File: config.mk
export PLATFORM = sky130hd
export DESIGN_NAME = prom_prog_seq
export DESIGN_NICKNAME = d
export VERILOG_FILES = /design/src/rtl/prom_prog_pkg.sv /design/src/rtl/prom_prog_dpath.sv /design/src/rtl/prom_prog_ctrl.sv /design/src/rtl/prom_prog_seq.sv
export SDC_FILE = /design/constraint.sdc
export NUM_CORES = 1
export LEC_CHECK = 0
export BUFFER_PORTS_ARGS = -buffer_cell sky130_fd_sc_hd__buf_4
export CAP_MARGIN = 30
export CORE_UTILIZATION = 25
export CTS_BUF_LIST = sky130_fd_sc_hd__clkbuf_16
export CTS_CLUSTER_SIZE = 8
export DETAILED_ROUTE_END_ITERATION = 7
export PLACE_DENSITY = 0.42
export SLEW_MARGIN = 20
export SYNTH_ARGS = -nofsm -noshare
export SYNTH_HDL_FRONTEND = slang
export SYNTH_SLANG_ARGS = --single-unit
File: constraint.sdc
create_clock -name clk -period 2.86 [get_ports clk]
set_input_delay 0.429 -clock clk [delete_from_list [all_inputs] [get_ports clk]]
set_output_delay 0.429 -clock clk [all_outputs]
set_load 0.005 [all_outputs]
File: src/rtl/prom_prog_pkg.sv
package prom_prog_pkg;

  typedef enum logic [1:0] {
    TSEL_SETUP = 2'd0,
    TSEL_PULSE = 2'd1,
    TSEL_READ  = 2'd2
  } timerSel_e;

  typedef struct packed {
    logic      addrLoad;
    logic      addrInc;
    logic      dataLatch;
    logic      xClr;
    logic      xInc;
    logic      timerLoad;
    timerSel_e timerSel;
    logic      repLoad;
    logic      repDec;
    logic      sample;
    logic      statusClr;
    logic      setPass;
    logic      setFail;
  } strobe_t;

  function automatic int maxOf(input int a, input int b);
    return (a > b) ? a : b;
  endfunction

endpackage

File: src/rtl/prom_prog_dpath.sv
module prom_prog_dpath
  import prom_prog_pkg::*;
#(
  parameter int ADDR_W = 17,
  parameter int DATA_W = 8,
  parameter int MAX_PULSES = 25,
  parameter int SETUP_CYC = 50,
  parameter int PULSE_CYC = 5000,
  parameter int READ_CYC = 5,
  parameter logic [ADDR_W-1:0] ADDR_FIRST = 17'h01000,
  parameter logic [ADDR_W-1:0] ADDR_LAST = 17'h1FFFF
) (
  input  logic              clk,
  input  logic              rstN,
  input  strobe_t           strb,
  input  logic [DATA_W-1:0] srcData,
  input  logic [DATA_W-1:0] romDataIn,
  output logic [ADDR_W-1:0] romAddr,
  output logic [DATA_W-1:0] romDataOut,
  output logic              timerDone,
  output logic              repLast,
  output logic              xAtMax,
  output logic              atLast,
  output logic              matchQ,
  output logic              doneQ,
  output logic              passQ,
  output logic              failQ,
  output logic [ADDR_W-1:0] failAddrQ
);

  localparam int CW = $clog2(MAX_PULSES + 1);
  localparam int TMAX = maxOf(maxOf(SETUP_CYC, PULSE_CYC), READ_CYC);
  localparam int TW = $clog2(TMAX + 1);
  localparam logic [TW-1:0] SETUP_LD = TW'(SETUP_CYC - 1);
  localparam logic [TW-1:0] PULSE_LD = TW'(PULSE_CYC - 1);
  localparam logic [TW-1:0] READ_LD  = TW'(READ_CYC - 1);

  logic [ADDR_W-1:0] addrQ;
  logic [DATA_W-1:0] dataQ;
  logic [CW-1:0]     xCnt;
  logic [CW-1:0]     repQ;
  logic [TW-1:0]     timerQ;
  logic [TW-1:0]     loadVal;

  // address walker
  always_ff @(posedge clk or negedge rstN) begin
    if (!rstN)              addrQ <= ADDR_FIRST;
    else if (strb.addrLoad) addrQ <= ADDR_FIRST;
    else if (strb.addrInc)  addrQ <= addrQ + ADDR_W'(1);
  end

  assign romAddr = addrQ;
  assign atLast  = (addrQ == ADDR_LAST);

  // image byte for the current address
  always_ff @(posedge clk or negedge rstN) begin
    if (!rstN)               dataQ <= '0;
    else if (strb.dataLatch) dataQ <= srcData;
  end

  assign romDataOut = dataQ;

  // pulse counter X
  always_ff @(posedge clk or negedge rstN) begin
    if (!rstN)          xCnt <= '0;
    else if (strb.xClr) xCnt <= '0;
    else if (strb.xInc) xCnt <= xCnt + CW'(1);
  end

  assign xAtMax = (xCnt == CW'(MAX_PULSES));

  // repetitions left in the over-program pulse
  always_ff @(posedge clk or negedge rstN) begin
    if (!rstN)             repQ <= '0;
    else if (strb.repLoad) repQ <= xCnt;
    else if (strb.repDec)  repQ <= repQ - CW'(1);
  end

  assign repLast = (repQ == CW'(1));

  // shared interval timer
  always_comb begin
    case (strb.timerSel)
      TSEL_PULSE: loadVal = PULSE_LD;
      TSEL_READ:  loadVal = READ_LD;
      default:    loadVal = SETUP_LD;
    endcase
  end

  always_ff @(posedge clk or negedge rstN) begin
    if (!rstN)               timerQ <= '0;
    else if (strb.timerLoad) timerQ <= loadVal;
    else if (timerQ != '0)   timerQ <= timerQ - TW'(1);
  end

  assign timerDone = (timerQ == '0);

  // read-back compare
  always_ff @(posedge clk or negedge rstN) begin
    if (!rstN)            matchQ <= 1'b0;
    else if (strb.sample) matchQ <= (romDataIn == dataQ);
  end

  // run status
  always_ff @(posedge clk or negedge rstN) begin
    if (!rstN) begin
      doneQ     <= 1'b0;
      passQ     <= 1'b0;
      failQ     <= 1'b0;
      failAddrQ <= '0;
    end else if (strb.statusClr) begin
      doneQ     <= 1'b0;
      passQ     <= 1'b0;
      failQ     <= 1'b0;
      failAddrQ <= '0;
    end else if (strb.setFail) begin
      doneQ     <= 1'b1;
      failQ     <= 1'b1;
      failAddrQ <= addrQ;
    end else if (strb.setPass) begin
      doneQ     <= 1'b1;
      passQ     <= 1'b1;
    end
  end

  assert_xcnt_limit_R5: assert property (@(posedge clk) disable iff (!rstN)
    xCnt <= CW'(MAX_PULSES));

  assert_addr_window_R7: assert property (@(posedge clk) disable iff (!rstN)
    (addrQ >= ADDR_FIRST) && (addrQ <= ADDR_LAST));

  assert_status_excl_R11: assert property (@(posedge clk) disable iff (!rstN)
    !(passQ && failQ));

  assert_status_hold_R10: assert property (@(posedge clk) disable iff (!rstN)
    (doneQ && !strb.statusClr) |=> (doneQ && $stable(passQ) && $stable(failQ) && $stable(failAddrQ)));

endmodule

File: src/rtl/prom_prog_ctrl.sv
module prom_prog_ctrl
  import prom_prog_pkg::*;
(
  input  logic    clk,
  input  logic    rstN,
  input  logic    startReq,
  input  logic    srcValid,
  input  logic    timerDone,
  input  logic    repLast,
  input  logic    xAtMax,
  input  logic    atLast,
  input  logic    matchQ,
  output strobe_t strb,
  output logic    srcReq,
  output logic    ceN,
  output logic    oeN,
  output logic    pgmN,
  output logic    dataDrive,
  output logic    supplyProg,
  output logic    busy
);

  typedef enum logic [3:0] {
    S_IDLE, S_FETCH, S_WSETUP, S_PULSE, S_VSETUP,
    S_VREAD, S_JUDGE, S_OSETUP, S_OPULSE
  } state_e;

  state_e state, stateNext;
  logic   verifyPhase;
  logic   enterVerify;
  logic   leaveVerify;

  always_ff @(posedge clk or negedge rstN) begin
    if (!rstN) begin
      state       <= S_IDLE;
      verifyPhase <= 1'b0;
    end else begin
      state <= stateNext;
      if (leaveVerify)      verifyPhase <= 1'b0;
      else if (enterVerify) verifyPhase <= 1'b1;
    end
  end

  always_comb begin
    strb        = '0;
    stateNext   = state;
    enterVerify = 1'b0;
    leaveVerify = 1'b0;
    case (state)
      S_IDLE: begin
        if (startReq) begin
          strb.addrLoad  = 1'b1;
          strb.statusClr = 1'b1;
          leaveVerify    = 1'b1;
          stateNext      = S_FETCH;
        end
      end
      S_FETCH: begin
        if (srcValid) begin
          strb.dataLatch = 1'b1;
          strb.xClr      = 1'b1;
          strb.timerLoad = 1'b1;
          strb.timerSel  = TSEL_SETUP;
          stateNext      = verifyPhase ? S_VSETUP : S_WSETUP;
        end
      end
      S_WSETUP: begin
        if (timerDone) begin
          strb.timerLoad = 1'b1;
          strb.timerSel  = TSEL_PULSE;
          stateNext      = S_PULSE;
        end
      end
      S_PULSE: begin
        if (timerDone) begin
          strb.xInc      = 1'b1;
          strb.timerLoad = 1'b1;
          strb.timerSel  = TSEL_SETUP;
          stateNext      = S_VSETUP;
        end
      end
      S_VSETUP: begin
        if (timerDone) begin
          strb.timerLoad = 1'b1;
          strb.timerSel  = TSEL_READ;
          stateNext      = S_VREAD;
        end
      end
      S_VREAD: begin
        if (timerDone) begin
          strb.sample = 1'b1;
          stateNext   = S_JUDGE;
        end
      end
      S_JUDGE: begin
        if (verifyPhase) begin
          if (!matchQ) begin
            strb.setFail = 1'b1;
            stateNext    = S_IDLE;
          end else if (atLast) begin
            strb.setPass = 1'b1;
            stateNext    = S_IDLE;
          end else begin
            strb.addrInc = 1'b1;
            stateNext    = S_FETCH;
          end
        end else if (matchQ) begin
          strb.timerLoad = 1'b1;
          strb.timerSel  = TSEL_SETUP;
          stateNext      = S_OSETUP;
        end else if (xAtMax) begin
          strb.setFail = 1'b1;
          stateNext    = S_IDLE;
        end else begin
          strb.timerLoad = 1'b1;
          strb.timerSel  = TSEL_SETUP;
          stateNext      = S_WSETUP;
        end
      end
      S_OSETUP: begin
        if (timerDone) begin
          strb.timerLoad = 1'b1;
          strb.timerSel  = TSEL_PULSE;
          strb.repLoad   = 1'b1;
          stateNext      = S_OPULSE;
        end
      end
      S_OPULSE: begin
        if (timerDone) begin
          if (repLast) begin
            if (atLast) begin
              strb.addrLoad = 1'b1;
              enterVerify   = 1'b1;
            end else begin
              strb.addrInc  = 1'b1;
            end
            stateNext = S_FETCH;
          end else begin
            strb.repDec    = 1'b1;
            strb.timerLoad = 1'b1;
            strb.timerSel  = TSEL_PULSE;
          end
        end
      end
      default: stateNext = S_IDLE;
    endcase
  end

  assign busy       = (state != S_IDLE);
  assign srcReq     = (state == S_FETCH);
  assign ceN        = (state == S_IDLE) || (state == S_FETCH);
  assign oeN        = (state != S_VREAD);
  assign pgmN       = !((state == S_PULSE) || (state == S_OPULSE));
  assign dataDrive  = (state == S_WSETUP) || (state == S_PULSE) ||
                      (state == S_OSETUP) || (state == S_OPULSE);
  assign supplyProg = busy && !verifyPhase;

  assert_bus_turnaround_R9: assert property (@(posedge clk) disable iff (!rstN)
    $fell(oeN) |-> (!dataDrive && !$past(dataDrive)));

  assert_pulse_preceded_R2: assert property (@(posedge clk) disable iff (!rstN)
    $fell(pgmN) |-> ($past(dataDrive) && !$past(ceN) && supplyProg));

  assert_no_pgm_during_read_R3: assert property (@(posedge clk) disable iff (!rstN)
    !oeN |-> (pgmN && !ceN));

  assert_read_levels_R8: assert property (@(posedge clk) disable iff (!rstN)
    (!oeN && verifyPhase) |-> !supplyProg);

endmodule

File: src/rtl/prom_prog_seq.sv
module prom_prog_seq
  import prom_prog_pkg::*;
#(
  parameter int ADDR_W = 17,
  parameter int DATA_W = 8,
  parameter int CLK_PER_US = 25,
  parameter int PULSE_US = 200,
  parameter int SETUP_US = 2,
  parameter int READ_NS = 150,
  parameter int MAX_PULSES = 25,
  parameter logic [ADDR_W-1:0] ADDR_FIRST = 17'h01000,
  parameter logic [ADDR_W-1:0] ADDR_LAST = 17'h1FFFF
) (
  input  logic              clk,
  input  logic              rstN,
  input  logic              startReq,
  output logic              srcReq,
  input  logic              srcValid,
  input  logic [DATA_W-1:0] srcData,
  output logic [ADDR_W-1:0] romAddr,
  output logic [DATA_W-1:0] romDataOut,
  output logic              romDataOe,
  input  logic [DATA_W-1:0] romDataIn,
  output logic              ceN,
  output logic              oeN,
  output logic              pgmN,
  output logic              supplyProg,
  output logic              busy,
  output logic              done,
  output logic              pass,
  output logic              fail,
  output logic [ADDR_W-1:0] failAddr
);

  localparam int SETUP_CYC = SETUP_US * CLK_PER_US;
  localparam int PULSE_CYC = PULSE_US * CLK_PER_US;
  localparam int READ_CYC  = (CLK_PER_US * READ_NS + 999) / 1000 + 1;

  strobe_t strb;
  logic    timerDone, repLast, xAtMax, atLast, matchQ;

  prom_prog_ctrl u_ctrl (
    .clk        (clk),
    .rstN       (rstN),
    .startReq   (startReq),
    .srcValid   (srcValid),
    .timerDone  (timerDone),
    .repLast    (repLast),
    .xAtMax     (xAtMax),
    .atLast     (atLast),
    .matchQ     (matchQ),
    .strb       (strb),
    .srcReq     (srcReq),
    .ceN        (ceN),
    .oeN        (oeN),
    .pgmN       (pgmN),
    .dataDrive  (romDataOe),
    .supplyProg (supplyProg),
    .busy       (busy)
  );

  prom_prog_dpath #(
    .ADDR_W     (ADDR_W),
    .DATA_W     (DATA_W),
    .MAX_PULSES (MAX_PULSES),
    .SETUP_CYC  (SETUP_CYC),
    .PULSE_CYC  (PULSE_CYC),
    .READ_CYC   (READ_CYC),
    .ADDR_FIRST (ADDR_FIRST),
    .ADDR_LAST  (ADDR_LAST)
  ) u_dpath (
    .clk        (clk),
    .rstN       (rstN),
    .strb       (strb),
    .srcData    (srcData),
    .romDataIn  (romDataIn),
    .romAddr    (romAddr),
    .romDataOut (romDataOut),
    .timerDone  (timerDone),
    .repLast    (repLast),
    .xAtMax     (xAtMax),
    .atLast     (atLast),
    .matchQ     (matchQ),
    .doneQ      (done),
    .passQ      (pass),
    .failQ      (fail),
    .failAddrQ  (failAddr)
  );

endmodule

### Word-level counts from Yosys, hierarchy flattened

Cells that the tools add are included.

* bits in registers: 74
* bits of input ports: 20
* logic and storage cells: 139

* add/sub/neg operators: 4
* equal/unequal tests: 25
* mux-type cells: 76
* reduce and logical (&&, ||, !) cells: 22

Operators with widths (number)
* $mux 17: 4
* $mux 4: 14
* $pmux 4 s9: 1
* $mux 1: 32
* $mux 3: 9
* $mux 13: 2
* $pmux 13 s2: 1
* $pmux 3 s7: 1
* $mux 5: 4
* $add 17x1->17 const B: 1
* $eq 17x17->1 const B: 1
* $eq 4x3->1 const B: 4
* $ne 2x2->1 const B: 8
* $reduce_bool 2->1: 7
* $logic_not 13->1: 1
* $reduce_bool 13->1: 1
* $sub 13x1->13 const B: 1
* $mux 2: 6
* $reduce_and 9->1: 1
* $eq 4x2->1 const B: 2
* $eq 8x8->1: 1
* $add 5x1->5 const B: 1
* $eq 5x1->1 const B: 1
* $eq 5x5->1 const B: 1
* other kinds (15): 22

### Logic depth before layout (Yosys ltp)

Gate-level depths: netlist of the first run.

* depth after elaboration: 8
* mapped depth: 11

### Cells and area by module

A second synthesis of the first run with hierarchy kept.

* cell total of the unflattened synthesis: 397
* area total of the unflattened synthesis: 4038.9 sq um

Modules (own cells, without submodules)
* prom_prog_dpath: instances 1, cells each 307, area an instance 3384.5 sq um, seq. area each 1727.9 sq um
* prom_prog_ctrl: instances 1, cells each 90, area an instance 654.4 sq um, seq. area each 125.1 sq um

### Worst setup path after synthesis of the first run

No wires, ideal clock.

* path type: register to register
* from: reg u_dpath.addrQ[2], in the netlist u_dpath.romAddr[2]
* to: reg u_dpath.addrQ[12], in the netlist u_dpath.romAddr[12]
* setup time: 0.092 ns
* data arrival time: 2.490 ns
* setup slack: 0.278 ns
* cell stages (with the launch flop): 12
* clock period less this slack: 2.582 ns
* path through: dfrtp_1 > and4_1 > and2_1 > nand2_1 > nor3_1 > ha_1 > nand2b_1 > nor3_1 > a21oi_1 > buf_2 > nor3_1 > or3b_2

* longest elaborated chain between the ends: 6
* elaborated cells between the ends (all ways): 13

Ends and longest elaborated chain
* start, declared: RTL line prom_prog_dpath.sv:38 `logic [ADDR_W-1:0] addrQ;`
* start signal, assigned: RTL line prom_prog_dpath.sv:49 `else if (strb.addrInc) addrQ <= addrQ + ADDR_W'(1);`
* parallel branches: the longest is 6 deep, another holds $add 17x1->17

Parallel ways; which one is timed is not known. The select of a mux whose other input is x is not followed.
A chain may end at the register's enable or synchronous reset.

### Worst setup path in the final report of the first run

* from: reg u_dpath.addrQ[5], in the netlist u_dpath.romAddr[5]
* to: reg u_dpath.addrQ[13], in the netlist u_dpath.romAddr[13]

The elaborated chain is that of the path after synthesis.

==> results.tsv, run 1 <==
metric	value	unit
outcome	complete, no violations	
postCtsHoldBufs	0	
synth_top_area_share	0.4494	
ys_seq_area_frac	0.4558	
post_cts_buffers	0	
final_net_count	574	
firstDrtPassIters	4	
dp.final_hpwl	8271	microns
yosys_most_used_dff	dfrtp_1	
rsz0062_at_grt	no	
hold_class	primary input to asynchronous set/reset pin	
netlist_area	4065	sq um
worst_pin_slew	0.5039	ns
finalWirelength	11220	microns
path_max_fanout	14	
max_clock_freq	387.8	MHz
grt_pass1_vias	3470	
setup_tns	0	ns
num_io_pins	72	
grt_max_degree	42	
grt_pass1_wl	18780	microns
slew_headroom	0.6641	
fin_cells	765	
drv_slew	0	
drcViolationCount	0	
report.power.total	4.483	mW
arrival	2.84	ns
layout-drive-gt1-share	0.2368	
synth_fp_nets	483	
drv_cap	0	
setup_viol	0	
start_kind	register	
clockBufferDepth	2	
antenna-diode-count	0	
synth.top_cells.by_area	dfrtp_1, nand2_1, o21ai_0	
die_x	129.5	microns
cts_max_level	3	
io_buffers	71	
clk_pin_slew	0.06	ns
synthArstFlopShare	1.000	
synthCells	453	
gp_congestion	0.7621	
post-route-period-util	0.9015	
min_period	2.578	ns
rows	46	
die-area	16770	sq um
root_buffer	clkbuf_16	
finalHoldViolCount	0	
area_growth	30.53	%
synth.distinct_cells	58	
drtIter0Drc	128	
ant_nets	0	
critPathRequiredTime	3.12	ns
power.leakage	2.372	nW
cts.sinks	74	
post_cts_resized	0	
fp.coreArea	15890	sq um
postSynthAreaPerCell	8.974	sq um
grt_antenna_before_repair	0	
grt_overflow	0	
ir_worst_vdd	0.0002792	V
yosysWarnings	0	
clock_latency	0.34	ns
synth_top_area_cell	dfrtp_1	
endpoint_kind	register	
cts_buffers	9	
die_h	129.5	microns
p_per_area	844.8	nW/um^2
cts_tree	yes	
crit_type	register to register	
dp_cells	749	
avgRoutedWirePerCell	14.66	microns
synth-edff-count	0	
track_usage	0.1471	
routed-via-count	3551	
clock_skew	0.006369	ns
viasPerCell	4.642	
ys_seq_elements	74	
start_util	0.2559	
-- metal layers --
layer  global-route usage  wire (microns)
met1               0.2102            5792
met2               0.2173            4890
met3              0.02477             324
met4              0.06430             207
met5                    0               0
-- cells in the final DEF, fill, tap and decap left out, types with 2 or more instances in the layout --
master / n
a21oi_1: 22
a31oi_1: 3
and2_1: 3
and3_1: 2
and4_1: 3
buf_4: 98
clkbuf_16: 9
clkinv_1: 4
dfrtp_1: 73
ha_1: 10
inv_1: 16
mux2_2: 5
mux2i_1: 5
nand2_1: 93
nand2b_1: 7
nand3_1: 9
nand3_2: 2
nand3b_1: 2
nand4_1: 10
nor2_1: 28
nor2b_1: 4
nor3_1: 10
nor4_1: 6
nor4b_1: 2
o211ai_1: 2
o21a_1: 2
o21ai_0: 40
o2bb2ai_1: 5
o31ai_1: 2
or3_1: 13
or3b_2: 2
or4_1: 4
or4b_1: 2
xnor2_1: 13
xor2_1: 11
-- path summary, 6_finish.rpt --
path	to	startpoint	slack, ns	depth (start not counted)
setup / recovery	u_dpath.romAddr[13]	u_dpath.romAddr[5]	0.28	11
hold / removal	u_dpath.timerQ[11]	rstN	0.05	1
setup reg to reg	u_dpath.romAddr[13]	u_dpath.romAddr[5]	0.28	11
hold reg to reg	u_dpath.failQ	u_dpath.failQ	0.50	1
max in group asynchronous	u_dpath.romAddr[12]	rstN	2.17	2
min in group clk	u_dpath.romDataOut[1]	srcData[1]	0.28	3
-- cells in the mapped netlist (5+ instances only) --
master and instances:
nand2b_1 7, nand2_1 93, nor3_1 10, nand3_1 9, ha_1 10, xnor2_1 13
xor2_1 11, dfrtp_1 73, nor2_1 28, or3_1 13, clkbuf_1 12, o21ai_0 40
nand4_1 10, mux2_2 5, nor4_1 7, mux2i_1 5, o2bb2ai_1 5, a21oi_1 23
inv_1 14
-- critical path, cell delays in order (launching register included) --
cell and delay [ns]:
dfrtp_1 0.42, and4_1 0.26, and2_1 0.20, nand2_1 0.09, nor3_1 0.07, ha_1 0.18
buf_4 0.15, nor4_2 0.25, a31oi_1 0.07, buf_4 0.19, or4_1 0.46, a21oi_1 0.15
-- where the power goes --
group          switching [mW]  internal (mW)  leakage (nW)
Clock                   0.432          0.657         0.142
Combinational           0.888          0.854          1.25
Sequential              0.293           1.36         0.982
-- registers in the layout, summed over array words and instances (netlist names) --
register and cells:
u_dpath.failAddrQ 17, u_dpath.romAddr 17, u_dpath.timerQ 13, u_dpath.romDataOut 8, u_dpath.repQ 5, u_dpath.xCnt 5
u_ctrl.state 4, u_ctrl.verifyPhase 1, u_dpath.doneQ 1, u_dpath.failQ 1, u_dpath.matchQ 1, u_dpath.passQ 1
-- per-stage QoR --
stage,setup slack (ns),hold slack [ns],utilization,cell area (sq um)
4_1_cts,0.1806,0.07148,0.3334,5296
3_5_place_dp,0.1873,0.4338,0.3159,5019
2_1_floorplan,0.2777,0.1334,-,4065
5_1_grt,0.007817,0.09410,0.3340,5306
6_report,0.2816,0.05399,0.3340,5306
3_3_place_gp,0.3149,0.4885,0.3142,4991
-- final cells by class --
type / instances / area, sq um
Multi-Input combinational cell: 346 / 2090
Tap cell: 216 / 270.3
Inverter: 14 / 52.55
Clock inverter: 7 / 52.55
Sequential cell: 74 / 1853
Clock buffer: 9 / 225.2
Timing Repair Buffer: 99 / 763.2
Fill cell: 1701 / 10580
-- cell families (layout without fill, tap and decap cells) --
logic type / after synthesis / in the layout / share of synthesized area
and+or+nand+nor: 213 / 213 / 0.2665
AOI/OAI and AO/OA: 89 / 89 / 0.1351
DFF: 74 / 74 / 0.4558
buffers and inverters: 33 / 129 / 0.03385
xor gates and xnor gates: 24 / 24 / 0.05171
adders and majority gates: 10 / 10 / 0.03078
muxes: 10 / 10 / 0.02616
No activity file was read; power rests on OpenSTA's default activity.
==> run 2, diff against run 1 <==
- CORE_ASPECT_RATIO: not set -> 1.5
==> results.tsv, run 2 (synthesis results as in run 1) <==
metric	value	unit	change
outcome	complete, no violations		
finalHoldViolCount	0		unchanged
post-route-period-util	0.9230		+0.02150
mostFrequentLayoutCell	buf_4		
clock_skew	0.01079	ns	+0.004421 ns
grt_antenna_before_repair	0		unchanged
avgRoutedWirePerCell	15.50	microns	+5.7%
min_period	2.640	ns	+0.06149 ns
multi_input_area	2087	sq um	-0.12%
start_util	0.2579		+0.001950
critPathRequiredTime	3.11	ns	about the same
final_cell_mix	buf_4, nand2_1, dfrtp_1, o21ai_0, nor2_1		
endpoint_kind	register		
io_buffers	71		unchanged
final_net_count	573		-0.17%
post_cts_buffers	0		unchanged
cts_buffers	9		unchanged
dp.final_hpwl	8770	microns	+6.0%
grt_pass1_vias	3611		+4.1%
setup_ws	0.2201	ns	-0.06149 ns
finalWirelength	11640	microns	+3.8%
fp.coreArea	15770	sq um	-0.76%
grt_overflow	0		unchanged
nFillCells	1646		-3.2%
rsz0062_at_grt	no		
clock_latency	0.34	ns	about the same
routed-via-count	3599		+1.4%
viasPerCell	4.792		+3.2%
firstDrtPassIters	4		unchanged
slew_headroom	0.6480		-0.01609
hold_class	primary input to register		
antenna-diode-count	0		unchanged
drtIter0Drc	197		+54%
gp_congestion	0.7808		+2.5%
drv_slew	0		unchanged
crit_type	register to register		
report.power.total	4.700	mW	+4.8%
ant_nets	0		unchanged
cts.sinks	74		unchanged
power.leakage	2.390	nW	+0.75%
arrival	2.89	ns	+0.05 ns
area_growth	31.52	%	
clk_pin_slew	0.06	ns	about the same
die_h	158.2	microns	+22%
num_io_pins	72		unchanged
ir_worst_vdd	0.0003062	V	+9.7%
die-area	16780	sq um	about the same
grt_max_degree	53		+26%
start_kind	register		
cts_max_level	3		unchanged
worst_pin_slew	0.5280	ns	+0.02413 ns
track_usage	0.1483		+0.001250
drcViolationCount	0		unchanged
clockBufferDepth	2		unchanged
setup_viol	0		unchanged
layout-drive-gt1-share	0.2427		+0.005907
grt_pass1_wl	19090	microns	+1.7%
p_per_area	879.1	nW/um^2	+4.0%
place_ws	0.1834	ns	-0.003954 ns
drv_cap	0		unchanged
cts_tree	yes		
path_max_fanout	7		-7
root_buffer	clkbuf_16		
die_x	106.1	microns	-18%
setup_tns	0	ns	unchanged
rows	56		+22%
ff_latch_area	1853	sq um	unchanged
max_clock_freq	378.8	MHz	-2.3%
run 2: changes by cell type in the layout (fill, tap and decap cells not counted), sizes merged:
cell / previous run / this run
clkinv: 4 / 2
buf: 99 / 97
dlygate4sd3: 0 / 1
bufinv: 1 / 3
run 2: metal layers:
metal | GRT usage | part of all wire | up-vias | wire length (microns)
met1 | 0.1667 | 0.41 | 1695 | 4779
met5 | 0 | 0 | - | 0
met3 | 0.02388 | 0.039 | 16 | 455
met2 | 0.2774 | 0.53 | 112 | 6193
li1 | - | - | 1776 | -
met4 | 0.05622 | 0.018 | 0 | 209
run 2: final cells by class:
cell class	count	share of cell area
Clock buffer	9	0.04212
Clock inverter	7	0.02176
Inverter	14	0.009829
Multi-Input combinational cell	346	0.3904
Sequential cell	74	0.3466
Tap cell	203	0.04751
Timing Repair Buffer	98	0.1418
run 2: where the power goes:
| part | switching (mW) | internal, mW | leakage (nW) |
|---|---|---|---|
| Clock | 0.467 | 0.853 | 0.171 |
| Sequential | 0.286 | 1.36 | 0.982 |
| Combinational | 0.901 | 0.834 | 1.24 |
| Total | 1.65 | 3.05 | 2.39 |
run 2: worst paths after layout:
kind	start	endpoint	slack [ns]	cells after the start
setup reg to reg	u_dpath.romAddr[5]	u_dpath.romAddr[14]	0.22	11
hold / removal	srcData[7]	u_dpath.romDataOut[7]	0.28	3
min in group asynchronous	rstN	u_dpath.failAddrQ[16]	0.53	2
setup / recovery	u_dpath.romAddr[5]	u_dpath.romAddr[14]	0.22	11
max in group asynchronous	rstN	u_dpath.romAddr[12]	1.70	3
hold reg to reg	u_dpath.failQ	u_dpath.failQ	0.50	1
run 2: critical path: stages, from the launching register on:
cell	delay, ns
dfrtp_1	0.42
and4_1	0.26
and2_1	0.20
nand2_1	0.11
nor3_2	0.07
ha_2	0.23
nand2b_1	0.17
nor3_1	0.15
a21oi_1	0.14
buf_4	0.18
or3b_2	0.46
a21oi_1	0.17
run 2: what timing repair did:
action / 4_1_cts / 5_1_grt
setup endpoints to repair: 0 / 4
resized for setup: 0 / 2
hold endpoints to repair: 11 / 0
hold buffers: 1 / 0
run 2: per-stage QoR:
stage | util | cells | instance area (sq um) | hold slack, ns
2_1_floorplan | - | 453 | 4065 | 0.1334
3_3_place_gp | 0.3146 | 733 | 4960 | 0.4760
3_5_place_dp | 0.3163 | 734 | 4987 | 0.3605
4_1_cts | 0.3387 | 751 | 5339 | 0.2742
5_1_grt | 0.3391 | 751 | 5346 | 0.2908
6_report | 0.3391 | 751 | 5346 | 0.2820
